## config.mk

```make
export PLATFORM = sky130hd
export DESIGN_NAME = pcm_frame_counter
export DESIGN_NICKNAME = d
export VERILOG_FILES = /design/src/rtl/pcm_frame_pkg.sv /design/src/rtl/pcm_len_decode.sv /design/src/rtl/pcm_bit_counter.sv /design/src/rtl/pcm_sync_monitor.sv /design/src/rtl/pcm_frame_counter.sv
export SDC_FILE = /design/constraint.sdc
export NUM_CORES = 1
export LEC_CHECK = 0
export BUFFER_PORTS_ARGS = -buffer_cell sky130_fd_sc_hd__buf_2
export CELL_PAD_IN_SITES_DETAIL_PLACEMENT = 1
export CELL_PAD_IN_SITES_GLOBAL_PLACEMENT = 1
export CORE_ASPECT_RATIO = 2
export CORE_UTILIZATION = 28
export CTS_BUF_LIST = sky130_fd_sc_hd__clkbuf_4
export DETAILED_ROUTE_END_ITERATION = 10
export PLACE_DENSITY_LB_ADDON = 0.1
export RECOVER_POWER = 25
export SETUP_SLACK_MARGIN = 0.02
export SLEW_MARGIN = 25
export SYNTH_ARGS = -nofsm -noshare
export SYNTH_HDL_FRONTEND = slang
export SYNTH_SLANG_ARGS = --single-unit
```

## constraint.sdc

```tcl
create_clock -name clk -period 4.39 [get_ports clk]
set_clock_uncertainty 0.05 [all_clocks]
set_input_delay 0.878 -clock clk [delete_from_list [all_inputs] [get_ports clk]]
set_output_delay 0.878 -clock clk [all_outputs]
set_load 0.01 [all_outputs]
```

## src/rtl/pcm_frame_pkg.sv

```systemverilog
package pcm_frame_pkg;
  // Scale modes for the length code
  typedef enum logic [1:0] {
    PCM_SCALE_X1  = 2'd0,
    PCM_SCALE_X2  = 2'd1,
    PCM_SCALE_X4  = 2'd2,
    PCM_SCALE_X2B = 2'd3
  } pcm_scale_e;

  localparam int unsigned SLOT_BITS = 3;   // 8 bits per timeslot
  localparam int unsigned SCALE_BITS = 2;  // widest scale is x4
endpackage

```

## src/rtl/pcm_len_decode.sv

```systemverilog
module pcm_len_decode #(
  parameter int unsigned LEN_W = 8,
  localparam int unsigned CNT_W = LEN_W + pcm_frame_pkg::SCALE_BITS
) (
  input  logic [LEN_W-1:0] len_code,
  input  logic [1:0]       mode,
  output logic [CNT_W-1:0] last_idx
);
  import pcm_frame_pkg::*;

  // scaled length minus one: no adder is needed, the low bits fill with ones
  always_comb begin
    unique case (pcm_scale_e'(mode))
      PCM_SCALE_X1: last_idx = {2'b00, len_code};
      PCM_SCALE_X4: last_idx = {len_code, 2'b11};
      default:      last_idx = {1'b0, len_code, 1'b1};
    endcase
  end
endmodule

```

## src/rtl/pcm_bit_counter.sv

```systemverilog
module pcm_bit_counter #(
  parameter int unsigned LEN_W    = 8,
  parameter logic [7:0]  RST_LEN  = 8'hFF,
  parameter logic [1:0]  RST_MODE = 2'd0,
  localparam int unsigned CNT_W = LEN_W + pcm_frame_pkg::SCALE_BITS
) (
  input  logic             clk,
  input  logic             rst_n,
  input  logic             fsync,
  input  logic [LEN_W-1:0] cfg_len,
  input  logic [1:0]       cfg_mode,
  output logic [CNT_W-1:0] cnt,
  output logic             at_last
);
  logic [LEN_W-1:0] act_len, act_len_nxt;
  logic [1:0]       act_mode, act_mode_nxt;
  logic [CNT_W-1:0] cnt_nxt, last_idx;
  logic             boundary;

  pcm_len_decode #(.LEN_W(LEN_W)) u_dec (
    .len_code (act_len),
    .mode     (act_mode),
    .last_idx (last_idx)
  );

  assign at_last  = (cnt == last_idx);
  assign boundary = fsync | at_last;

  always_comb begin
    cnt_nxt      = cnt + CNT_W'(1);
    act_len_nxt  = act_len;
    act_mode_nxt = act_mode;
    if (boundary) begin
      cnt_nxt      = '0;
      act_len_nxt  = cfg_len;
      act_mode_nxt = cfg_mode;
    end
  end

  always_ff @(posedge clk or negedge rst_n) begin
    if (!rst_n) begin
      cnt      <= '0;
      act_len  <= LEN_W'(RST_LEN);
      act_mode <= RST_MODE;
    end else begin
      cnt      <= cnt_nxt;
      act_len  <= act_len_nxt;
      act_mode <= act_mode_nxt;
    end
  end

  // count never passes the active last index
  assert_count_in_range_R2: assert property (@(posedge clk) disable iff (!rst_n)
    cnt <= last_idx);
  // count advances by one inside a frame
  assert_count_step_R2: assert property (@(posedge clk) disable iff (!rst_n)
    (!fsync && !at_last) |=> (cnt == $past(cnt) + CNT_W'(1)));
  // wrap to zero after the last bit
  assert_count_wrap_R2: assert property (@(posedge clk) disable iff (!rst_n)
    (!fsync && at_last) |=> (cnt == '0));
  // sync forces the count to zero
  assert_sync_realign_R5: assert property (@(posedge clk) disable iff (!rst_n)
    fsync |=> (cnt == '0));
  // active length held inside a frame
  assert_cfg_held_R11: assert property (@(posedge clk) disable iff (!rst_n)
    (!fsync && !at_last) |=> $stable(last_idx));
endmodule

```

## src/rtl/pcm_sync_monitor.sv

```systemverilog
module pcm_sync_monitor (
  input  logic clk,
  input  logic rst_n,
  input  logic fsync,
  input  logic at_last,
  output logic sync_ok
);
  logic sync_ok_nxt;

  always_comb begin
    sync_ok_nxt = sync_ok;
    if (fsync)        sync_ok_nxt = at_last;
    else if (at_last) sync_ok_nxt = 1'b0;
  end

  always_ff @(posedge clk or negedge rst_n) begin
    if (!rst_n) sync_ok <= 1'b0;
    else        sync_ok <= sync_ok_nxt;
  end

  // pulse on boundary sets the flag
  assert_sync_set_R8: assert property (@(posedge clk) disable iff (!rst_n)
    (fsync && at_last) |=> sync_ok);
  // early or late pulse clears the flag
  assert_sync_bad_R9: assert property (@(posedge clk) disable iff (!rst_n)
    (fsync && !at_last) |=> !sync_ok);
  // wrap without a pulse clears the flag
  assert_sync_miss_R10: assert property (@(posedge clk) disable iff (!rst_n)
    (!fsync && at_last) |=> !sync_ok);
  // flag held otherwise
  assert_sync_hold_R12: assert property (@(posedge clk) disable iff (!rst_n)
    (!fsync && !at_last) |=> $stable(sync_ok));
endmodule

```

## src/rtl/pcm_frame_counter.sv

```systemverilog
module pcm_frame_counter #(
  parameter int unsigned LEN_W    = 8,
  parameter logic [7:0]  RST_LEN  = 8'hFF,
  parameter logic [1:0]  RST_MODE = 2'd0,
  localparam int unsigned CNT_W  = LEN_W + pcm_frame_pkg::SCALE_BITS,
  localparam int unsigned SLOT_W = CNT_W - pcm_frame_pkg::SLOT_BITS
) (
  input  logic                clk,
  input  logic                rst_n,
  input  logic [LEN_W-1:0]    cfg_len,
  input  logic [1:0]          cfg_mode,
  input  logic                fsync,
  output logic [CNT_W-1:0]    bit_cnt,
  output logic [SLOT_W-1:0]   slot_idx,
  output logic [pcm_frame_pkg::SLOT_BITS-1:0] bit_in_slot,
  output logic                frame_start,
  output logic                sync_ok
);
  logic at_last;

  pcm_bit_counter #(
    .LEN_W    (LEN_W),
    .RST_LEN  (RST_LEN),
    .RST_MODE (RST_MODE)
  ) u_cnt (
    .clk      (clk),
    .rst_n    (rst_n),
    .fsync    (fsync),
    .cfg_len  (cfg_len),
    .cfg_mode (cfg_mode),
    .cnt      (bit_cnt),
    .at_last  (at_last)
  );

  pcm_sync_monitor u_mon (
    .clk     (clk),
    .rst_n   (rst_n),
    .fsync   (fsync),
    .at_last (at_last),
    .sync_ok (sync_ok)
  );

  assign slot_idx    = bit_cnt[CNT_W-1:pcm_frame_pkg::SLOT_BITS];
  assign bit_in_slot = bit_cnt[pcm_frame_pkg::SLOT_BITS-1:0];
  assign frame_start = (bit_cnt == '0);

  // strobe implies slot and bit fields both zero
  assert_frame_start_R7: assert property (@(posedge clk) disable iff (!rst_n)
    frame_start |-> (slot_idx == '0 && bit_in_slot == '0));
  // strobe follows a boundary edge
  assert_start_after_wrap_R7: assert property (@(posedge clk) disable iff (!rst_n)
    (fsync || at_last) |=> frame_start);
endmodule

```

Word level (Yosys, flattened, before mapping)
Cells that the tools add are included.
Widths: inputs -> output; s select.
{"block": "classes", "addsub": 1, "n_eq_ne": 2, "mux": 4, "bitwise": 1, "n_reduce_logical": 3}
{"cell": "$pmux 10 s2", "n": 1}
{"cell": "$add 10x1->10 const B", "n": 1}
{"cell": "$eq 10x10->1", "n": 1}
{"cell": "$logic_not 10->1", "n": 1}
{"cell": "$mux 10", "n": 1}
{"cell": "$eq 2x2->1 const B", "n": 1}
{"cell": "$logic_not 2->1", "n": 1}
{"cell": "$mux 1", "n": 2}
{"cell": "$reduce_bool 2->1", "n": 1}
{"cell": "$or 1x1->1", "n": 1}
{"block": "totals", "register_bits": 21, "inputBits": 13, "output_inout_bits": 22}

Longest topological paths before layout
Gate-level depths: netlist of run 1.
{"block": "logic_depth", "ltp_word": 5, "mapped_depth": 9, "mapped_depth_nobuf": 6}

Hierarchy
A second synthesis of run 1 with hierarchy kept.
{"block": "unflattened", "hier_cells": 128, "area_unflattened_um2": 1290.0}
{"module": "pcm_bit_counter", "n_inst": 1, "cells_each": 82, "area_each_um2": 973.4, "seq_area_each_um2": 510.5}
{"module": "pcm_len_decode", "n_inst": 1, "cells_each": 29, "area_each_um2": 170.2, "seq_area_each_um2": 0.0}
{"module": "pcm_frame_counter", "n_inst": 1, "cells_each": 13, "area_each_um2": 102.6, "seq_area_each_um2": 0.0}
{"module": "pcm_sync_monitor", "n_inst": 1, "cells_each": 4, "area_each_um2": 43.8, "seq_area_each_um2": 25.0}

Worst setup path after synthesis of run 1
OpenSTA, ideal clock, no wires.
{"block": "synth_timing", "path_kind": "register to register", "start": "register u_cnt.cnt[9]", "end": "register u_cnt.act_mode[0]", "t_arrival_ps": 2030, "required_ps": 4215, "path_slack_ps": 2185, "path_stages_with_launch": 8, "n_path_buf": 1, "period_less_slack_ps": 2205, "cell_sequence": "dfrtp_1 -> or4_1 -> nor2_1 -> a311oi_1 -> nor4_2 -> a21oi_2 -> buf_6 -> mux2_4"}
{"block": "synth_between", "elab_chain_cells": 2}
{"element": "from (decl)", "line_no": "pcm_bit_counter.sv:12", "rtl": "output logic [CNT_W-1:0] cnt,"}
{"element": "from (signal assigned)", "line_no": "pcm_bit_counter.sv:46", "rtl": "cnt <= cnt_nxt;"}
{"element": "$eq 10x10->1", "line_no": "pcm_bit_counter.sv:26", "rtl": "assign at_last = (cnt == last_idx);"}
{"element": "$or 1x1->1", "line_no": "pcm_bit_counter.sv:27", "rtl": "assign boundary = fsync | at_last;"}
{"element": "to (signal assigned)", "line_no": "pcm_bit_counter.sv:48", "rtl": "act_mode <= act_mode_nxt;"}
{"element": "to (decl)", "line_no": "pcm_bit_counter.sv:16", "rtl": "logic [1:0] act_mode, act_mode_nxt;"}
No other way between the ends.
A chain may end at the register's enable or synchronous reset.

Worst setup path in the final report of run 1
{"block": "layout_timing", "start": "register u_cnt.act_mode[0]", "end": "register u_cnt.act_mode[1]"}
{"block": "layout_between", "elab_chain_cells": 4}
{"element": "$eq 2x2->1 or $logic_not 2->1 (tied branches)", "line_no": "pcm_len_decode.sv:13", "rtl": "unique case (pcm_scale_e'(mode))"}
{"element": "$pmux 10 s2 *", "line_no": "pcm_len_decode.sv:13"}
{"element": "$eq 10x10->1 *", "line_no": "pcm_bit_counter.sv:26"}
{"element": "$or 1x1->1 *", "line_no": "pcm_bit_counter.sv:27"}
Every way passes the cells marked *; elsewhere a longest branch is shown, timed or not.

==> results of run 1 <==
==> placed cells by master (no fill, tap or decap), types with 4 or more instances in the layout <==
| cell | netlist | layout |
|---|---|---|
| buf_2 | 2 | 33 |
| dfrtp_1 | 13 | 13 |
| and2_1 | 10 | 10 |
| mux2_4 | 10 | 10 |
| nand3_1 | 8 | 8 |
| dfstp_2 | 8 | 8 |
| nand2_1 | 7 | 7 |
| xor2_1 | 7 | 7 |
| xnor2_1 | 7 | 7 |
| o21ai_0 | 6 | 6 |
| mux2i_1 | 6 | 6 |
| clkbuf_4 | 0 | 4 |
==> worst max-delay path, cell delays in order (launching register included) <==
cell	delay [ns]
dfrtp_1	0.70
inv_1	0.15
a211oi_1	0.36
a311oi_1	0.10
nor4_2	0.51
a21oi_4	0.28
mux2_4	0.35
==> registers in the layout, summed over array words and instances, names as in the netlist <==
name / count
u_mon.sync_ok: 1
u_cnt.act_len: 8
u_cnt.cnt: 10
u_cnt.act_mode: 2
==> worst paths after layout <==
| check | from | end | slack [ns] | cells after the start |
|---|---|---|---|---|
| worst min register to register | u_cnt.act_len[5] | u_cnt.act_len[5] | 0.60 | 1 |
| worst min-delay path | u_cnt.act_len[5] | u_cnt.act_len[5] | 0.60 | 1 |
| worst max-delay path | u_cnt.act_mode[0] | u_cnt.act_mode[1] | 1.79 | 6 |
| max in group asynchronous | rst_n | u_mon.sync_ok | 2.90 | 1 |
| worst max register to register | u_cnt.act_mode[0] | u_cnt.act_mode[1] | 1.79 | 6 |
| min in group asynchronous | rst_n | u_cnt.cnt[1] | 0.70 | 1 |
==> logic make-up (layout without fill, tap and decap cells) <==
group / after synthesis / count (layout) / share of synthesized area [%]
mux: 16 / 16 / 15.36
buf+inv: 18 / 41 / 8.683
flops: 21 / 21 / 39.12
simple gates: 42 / 42 / 18.65
xor+xnor: 14 / 14 / 8.958
fa+ha+maj: 2 / 2 / 1.828
compound gates: 16 / 16 / 7.405
==> power by group through the flow <==
stage / Combinational [mW] / Sequential [mW] / Clock [mW]
3_5_place_dp: 0.0979 / 0.243 / 0
5_1_grt: 0.107 / 0.244 / 0.120
6_report: 0.0953 / 0.239 / 0.109
4_1_cts: 0.0982 / 0.239 / 0.117
2_1_floorplan: 0.0812 / 0.229 / 0
3_3_place_gp: 0.0948 / 0.242 / 0
==> metrics by stage <==
step	instances	setup WS [ns]	power [mW]
6_report	207	1.787	0.4433
5_1_grt	207	1.539	0.4713
2_1_floorplan	129	2.185	0.3103
4_1_cts	207	1.719	0.4552
3_3_place_gp	203	1.591	0.3369
3_5_place_dp	203	1.742	0.3408
==> area by class of cell <==
type	instances	area share, %
Clock buffer	4	1.954
Inverter	3	0.7329
Multi-Input combinational cell	90	46.99
Sequential cell	21	34.85
Tap cell	55	4.479
Timing Repair Buffer	34	10.99
==> metal layers <==
layer	vias to the layer above	track usage, %	wire, um
met1	487	15.28	1213
met3	7	1.508	84
met2	26	27.17	1846
met4	0	8.316	101
met5	-	0	0
li1	485	-	-
==> flow_summary.ini, run 1 <==
[status]
outcome = finished clean

[logic_synthesis]
synth-edff-count = 0
synth_top_area_cell = dfrtp_1
async_flop_share_pct = 100.0
yosysUniqueCellTypes = 35
synth-seq-cells = 21
synth_common_cells = 13 x dfrtp_1, 11 x buf_4, 10 x and2_1, 10 x mux2_4
syn_avg_cell_area_um2 = 10.61
yosysTopAreaCellShare_pct = 23.77
yosysMostFrequentCell = dfrtp_1
synthTopCellsByArea = dfrtp_1 24%, dfstp_2 15%, mux2_4 11%, buf_4 6.0%, and2_1 4.6%
synth_fp_nets = 144
seq_area_frac_synth_pct = 39.12
yosysWarningCount = 0
synth_area_um2 = 1369
synthFlopType = dfrtp_1
postSynthCellCount = 129

[final_layout]
multi_input_area_um2 = 721.9
diodes = 0
ff_latch_area_um2 = 535.5
final_util_pct = 33.10
design_area_um2 = 1536
area_delta_synth_final_pct = 12.25
layout-drive-gt1-share_pct = 38.16
nNetsFinal = 168
fillers = 565

[power_and_ir_drop]
pwr-share-comb_pct = 21.5
power_switching_mw = 0.1406
swShare_pct = 31.72
clockPowerShare_pct = 24.5
leakage_nw = 0.7635
ir_drop_v = 0.0001421
seqPwrFrac_pct = 54.0
p_int_mw = 0.3027
power.density_nw_per_um2 = 288.5

[timing]
fin_crit_sh_pct = 59.30
slew_viol_final = 0
hold_ws_ns = 0.5972
max_freq_mhz = 384.1
finalCriticalPeriod_ns = 2.603
worstMarginPinSlew_ns = 1.167
rsz0062_at_grt = false
setup_viol = 0
slew_headroom_pct = 22.20
tns_ns = 0
finalHoldViolCount = 0

[clock_tree]
cts_buffers = 3
root_buffer = clkbuf_4
cts_hold_buffers = 0
post_cts_resized = 0
cts_tree = built
h-tree-depth = 1
cts.clk_slew.worst_paths_ns = 0.13
post_cts_buffers = 0
cts_max_path_buffers = 2
clock-sinks = 21
clkLatencyLatePin_ns = 0.32

[detailed_routing]
drtIter0Drc = 24
firstDrtPassIters = 3
drtAntennaViolNets = 0
drc = 0
routed_wl_um = 3246
vias = 1005
via_per_inst = 4.855
wl_per_cell_um = 15.68

[global_routing]
grt_pass1_vias = 1094
grt_max_degree = 22
grt.total_usage_pct = 14.69
antenna_found_initial = 0
grt_pass1_wl_um = 5623
grt_overflow = 0

[floorplanning]
start_util_pct = 29.49
die_h_um = 100.9
die-area_um2 = 5189
boundaryPins = 35
coreArea_um2 = 4642
rows = 35
die_w_um = 51.44

[worst_setup_path]
startpoint_type = register
worst_ep_arrival_time_ns = 2.78
cp_max_fo = 21
crit_type = register to register
critical_path.endpoint_type = register
crit_required_ns = 4.56

[place]
hpwl_um = 2444
place_congestion = 0.7376
port_buffers = 34
dpl-instance-area_um2 = 1508

[min_path]
hold_class = register to register

[flow_run]
drv_cap = 0
No activity file was read; power rests on OpenSTA's default activity.
==> inputs of run 2 (changes only) <==
==> constraint.sdc (replaced) <==
create_clock -name clk -period 2.2 [get_ports clk]
set_clock_uncertainty 0.05 [all_clocks]
set_input_delay 0.44 -clock clk [delete_from_list [all_inputs] [get_ports clk]]
set_output_delay 0.44 -clock clk [all_outputs]
set_load 0.01 [all_outputs]
==> run 2 against run 1 <==
Against the previous run:
- worst setup slack got worse by 1.8 ns
- fmax rose by 19%
- total power rose by 110%
- global-route usage rose by 0.094 points
- utilization rose by 3.7 points
- routed wire length rose by 10%
- via count rose by 8.9%
- non-clock buffer count rose by 20
- sequential share of layout area fell by 3.4 points
- count of clock-buffer cells in the layout fell by 1
- flip-flop and latch count did not move
==> flow_summary.ini, run 2 (same netlist as run 1, synthesis figures left out) <==
[floorplanning]
die_h_um = 100.9
rows = 35
start_util_pct = 29.49
die-area_um2 = 5189
boundaryPins = 35
coreArea_um2 = 4642
die_w_um = 51.44

[final_layout]
design_area_um2 = 1708
largest-register = u_cnt.cnt
area_delta_synth_final_pct = 24.77
largest_reg_flops = 10
layout-drive-gt1-share_pct = 47.09
reg_top3 = u_cnt.cnt (10), u_cnt.act_len (8), u_cnt.act_mode (2)
nNetsFinal = 188
diodes = 0
mostFrequentLayoutCells = 33 x buf_2, 18 x buf_4, 11 x dfrtp_1
layout_commonest_cell = buf_2

[timing]
finalCriticalPeriod_ns = 2.187
hold_ws_ns = 0.2636
worstMarginPinSlew_ns = 1.173
rsz0062_at_grt = true
slew_headroom_pct = 21.78
fin_crit_sh_pct = 99.42
finalHoldViolCount = 0
setup_viol = 0
slew_viol_final = 0
max_freq_mhz = 457.2

[global_routing]
grt-busiest-layer = met2
grt_pass1_vias = 1136
grt_overflow = 0
grtUsageMet1_pct = 15.01
antenna_found_initial = 0
grt.total_usage_pct = 14.79
grt_pass1_wl_um = 5582
grt.met2_usage_pct = 28.07
grt_max_degree = 22
use_met3_pct = 1.357

[clock_tree]
h-tree-depth = 1
cts_tree = built
cts_max_path_buffers = 2
clock-sinks = 21
clkLatencyLatePin_ns = 0.32
cts.clk_slew.worst_paths_ns = 0.14
cts_buffers = 3
root_buffer = clkbuf_4

[worst_setup_path]
critical_path.endpoint_type = register
crit_path_start = u_cnt.act_mode[0]
crit_required_ns = 2.38
worst_ep_arrival_time_ns = 2.36
crit_type = register to register
regToRegStartpoint = u_cnt.act_mode[0]
cp_max_fo = 10
startpoint_type = register

[power_and_ir_drop]
leakage_nw = 0.8706
p_total_mw = 0.9320
power.density_nw_per_um2 = 545.7
ir_drop_v = 0.0003455

[place]
place_congestion = 0.7343
hpwl_um = 2807
port_buffers = 34
dpl-instance-area_um2 = 1653

[detailed_routing]
wl_per_cell_um = 15.76
via_per_inst = 4.819
routed_wl_um = 3577
drtIter0Drc = 11
drtAntennaViolNets = 0
drc = 0
vias = 1094
firstDrtPassIters = 4

[flow_run]
drv_cap = 0

[status]
outcome = finished clean

[min_path]
hold_class = input port to asynchronous set/reset pin
[run 2: power by group]
part / total (mW) / internal [mW] / switching [mW]
registers: 0.459 / 0.424 / 0.0347
clock network: 0.206 / 0.0682 / 0.137
logic: 0.267 / 0.141 / 0.126
total: 0.932 / 0.634 / 0.298
[run 2: final cells by class]
cell class / instances / area [um^2]
clock inverters: 1 / 5.005
well taps: 55 / 68.82
inverters: 3 / 11.26
flip-flops and latches: 21 / 538.0
clock buffers: 3 / 22.52
fillers: 561 / 2934
repair buffers: 54 / 344.1
multi-input cells: 90 / 718.2
[run 2: worst paths after layout]
| kind | endpoint | slack (ns) | depth (start not counted) |
|---|---|---|---|
| setup / recovery | u_cnt.act_mode[1] | 0.01 | 9 |
| hold / removal | u_cnt.cnt[0] | 0.26 | 1 |
| setup reg to reg | u_cnt.act_mode[1] | 0.01 | 9 |
| hold reg to reg | u_cnt.act_len[2] | 0.60 | 1 |
| max in group asynchronous | u_cnt.act_mode[0] | 1.07 | 1 |
| min in group clk | u_cnt.act_len[5] | 0.28 | 2 |
[run 2: routing by layer]
| metal | wire length [um] | vias up |
|---|---|---|
| li1 | - | 524 |
| met1 | 1299 | 537 |
| met2 | 2086 | 26 |
| met3 | 87 | 7 |
| met4 | 104 | 0 |
| met5 | 0 | - |
[run 2: timing repair]
item / CTS / global route
hold buffers: 0 / 0
buffers inserted: 2 / 1
resized for setup: 4 / 1
setup endpoints to repair: 10 / 10
hold endpoints to repair: 0 / 0
pin swaps: 2 / 0
[run 2: worst max-delay path, stage by stage, from the launching register on]
cell and delay, ns:
dfrtp_2 0.47, buf_4 0.18, buf_4 0.16, nand2_1 0.08
o21ai_2 0.06, xor2_1 0.17, nor4_4 0.33, a21oi_2 0.12
buf_12 0.17, mux2_4 0.29
[run 2: per-stage QoR]
stage                     utilization, %  std cells  worst slack, ns  setup TNS [ns]
after floorplan                        -        129          0.06312               0
after global placement             35.61        220        -0.002315       -0.003584
after detailed placement           35.61        220         -0.06380         -0.2750
after CTS                          36.66        226        -0.006198       -0.008030
after global routing               36.79        227         -0.07017         -0.3187
final                              36.79        227          0.01277               0
==> inputs of run 3 (changes only) <==
--- a/config.mk
+++ b/config.mk
@@ -9,6 +9,7 @@
 export CELL_PAD_IN_SITES_DETAIL_PLACEMENT = 1
 export CELL_PAD_IN_SITES_GLOBAL_PLACEMENT = 1
 export CORE_ASPECT_RATIO = 2
+export CORE_MARGIN = 1
 export CORE_UTILIZATION = 28
 export CTS_BUF_LIST = sky130_fd_sc_hd__clkbuf_4
 export DETAILED_ROUTE_END_ITERATION = 10
==> constraint.sdc (replaced) <==
create_clock -name clk -period 2.1 [get_ports clk]
set_clock_uncertainty 0.05 [all_clocks]
set_input_delay 0.42 -clock clk [delete_from_list [all_inputs] [get_ports clk]]
set_output_delay 0.42 -clock clk [all_outputs]
set_load 0.01 [all_outputs]
==> run 3 against run 2 <==
Against the previous run:
- the run now ends with setup timing left
- final cell count rose by 2.6%
- combinational power up 10%
- flip-flop and latch count is the same
- hold slack worse by 0.0059 ns
- first-iteration DRC count rose by 82%
- critical path depth decreased by 1
- die area did not move
==> flow_summary.ini, run 3 (same netlist as run 1, synthesis figures left out) <==
[worst_setup_path]
regToRegStartpoint = u_cnt.act_mode[1]
crit_path_start = u_cnt.act_mode[1]
crit_required_ns = 2.26
crit_type = register to register
critical_path.endpoint_type = register
startpoint_type = register
worst_ep_arrival_time_ns = 2.35
cp_max_fo = 10

[global_routing]
grt.total_usage_pct = 15.55
antenna_found_initial = 0
grt_pass1_wl_um = 5885
grt_max_degree = 22
grt_pass1_vias = 1165
grt_overflow = 0

[timing]
finalHoldViolCount = 0
worstMarginPinSlew_ns = 1.182
slew_viol_final = 0
setup_viol = 11
max_freq_mhz = 457.2
fin_crit_sh_pct = 104.1
rsz0062_at_grt = true
finalCriticalPeriod_ns = 2.187
postLayoutSetupSlackWorst_ns = -0.08711
slew_headroom_pct = 21.18

[final_layout]
fillers = 561
mostFrequentLayoutCells = 33 x buf_2, 23 x buf_4, 10 x and2_1, 10 x mux2_4
area_delta_synth_final_pct = 31.44
reg_top3 = u_cnt.cnt (10), u_cnt.act_len (8), u_cnt.act_mode (2)
largest_reg_flops = 10
diodes = 0
nNetsFinal = 194
layout_commonest_cell = buf_2
largest-register = u_cnt.cnt
design_area_um2 = 1799
layout-drive-gt1-share_pct = 54.49

[min_path]
hold_class = input port to asynchronous set/reset pin

[power_and_ir_drop]
power.density_nw_per_um2 = 554.8
p_total_mw = 0.9983
ir_drop_v = 0.0003532
leakage_nw = 0.9041

[clock_tree]
cts_tree = built
root_buffer = clkbuf_4
cts_max_path_buffers = 2
clock-sinks = 21
cts_buffers = 3
h-tree-depth = 1
clkLatencyLatePin_ns = 0.32
cts.clk_slew.worst_paths_ns = 0.13

[status]
violations = setup timing
outcome = finished, violations left

[floorplanning]
die_h_um = 100.9
start_util_pct = 29.49
die-area_um2 = 5189
boundaryPins = 35
coreArea_um2 = 4642
die_w_um = 51.44
rows = 35

[detailed_routing]
drc = 0
drtAntennaViolNets = 0
drtIter0Drc = 20
via_per_inst = 4.738
routed_wl_um = 3669
wl_per_cell_um = 15.75
firstDrtPassIters = 4
vias = 1104

[place]
hpwl_um = 2797
dpl-instance-area_um2 = 1634
port_buffers = 34
place_congestion = 0.7530

[flow_run]
drv_cap = 0
==> run 3: changes by cell type in the layout (fill, tap and decap cells not counted), sizes merged <==
| cell | previous run | this run |
|---|---|---|
| clkinv | 1 | 0 |
| buf | 53 | 59 |
| clkbuf | 4 | 5 |
==> run 3: what timing repair did <==
action                     in CTS  in global routing
gates resized for setup         3                 14
buffers inserted                1                 11
pin swaps                       0                  2
setup endpoints to repair      14                 22
hold buffers                    0                  0
==> run 3: final cells by class <==
type / instances / area (um^2) / area share [%]
flip-flops and latches: 21 / 543.0 / 30.18
well taps: 55 / 68.82 / 3.825
repair buffers: 60 / 384.1 / 21.35
clock buffers: 4 / 30.03 / 1.669
inverters: 3 / 11.26 / 0.6259
multi-input cells: 90 / 762.0 / 42.35
==> run 3: report_power, final <==
group / internal [mW] / switching, mW / total (mW) / leakage, nW
logic: 0.154 / 0.140 / 0.294 / 0.636
clock network: 0.0872 / 0.139 / 0.226 / 0.0184
registers: 0.444 / 0.0342 / 0.478 / 0.250
total: 0.686 / 0.312 / 0.998 / 0.904
==> run 3: path summary, 6_finish.rpt <==
kind | end | depth (start not counted) | slack (ns)
setup reg to reg | u_cnt.act_mode[0] | 8 | -0.09
hold reg to reg | u_mon.sync_ok | 3 | 0.60
max in group asynchronous | u_cnt.act_mode[0] | 1 | 0.96
min in group clk | u_cnt.act_len[5] | 2 | 0.27
setup / recovery | u_cnt.act_mode[0] | 8 | -0.09
hold / removal | u_cnt.cnt[8] | 1 | 0.26
==> run 3: worst max-delay path: stages (launching register included) <==
cell and delay (ns):
dfrtp_1 0.43, buf_6 0.14, or4_4 0.49, nor2_4 0.10, a311oi_2 0.05, nor4_2 0.23, a21oi_2 0.13, buf_12 0.17
mux2_4 0.29
==> run 3: per-layer routing <==
layer,wire length [um],track usage (%)
met1,1332,15.80
met2,2194,30.27
met4,65,6.237
met3,76,1.810
met5,0,0
==> run 3: metrics by stage <==
step	setup WS [ns]	setup TNS (ns)	hold WS (ns)	instances	utilization (%)
floorplan	0.02491	0	0.07441	129	-
global placement	-0.08114	-0.4937	0.3671	219	35.20
detailed placement	-0.09857	-0.6187	0.3765	219	35.20
CTS	-0.1014	-0.7040	0.008818	224	36.20
global route	-0.1853	-2.002	0.2637	233	38.76
finish	-0.08711	-0.5116	0.2577	233	38.76
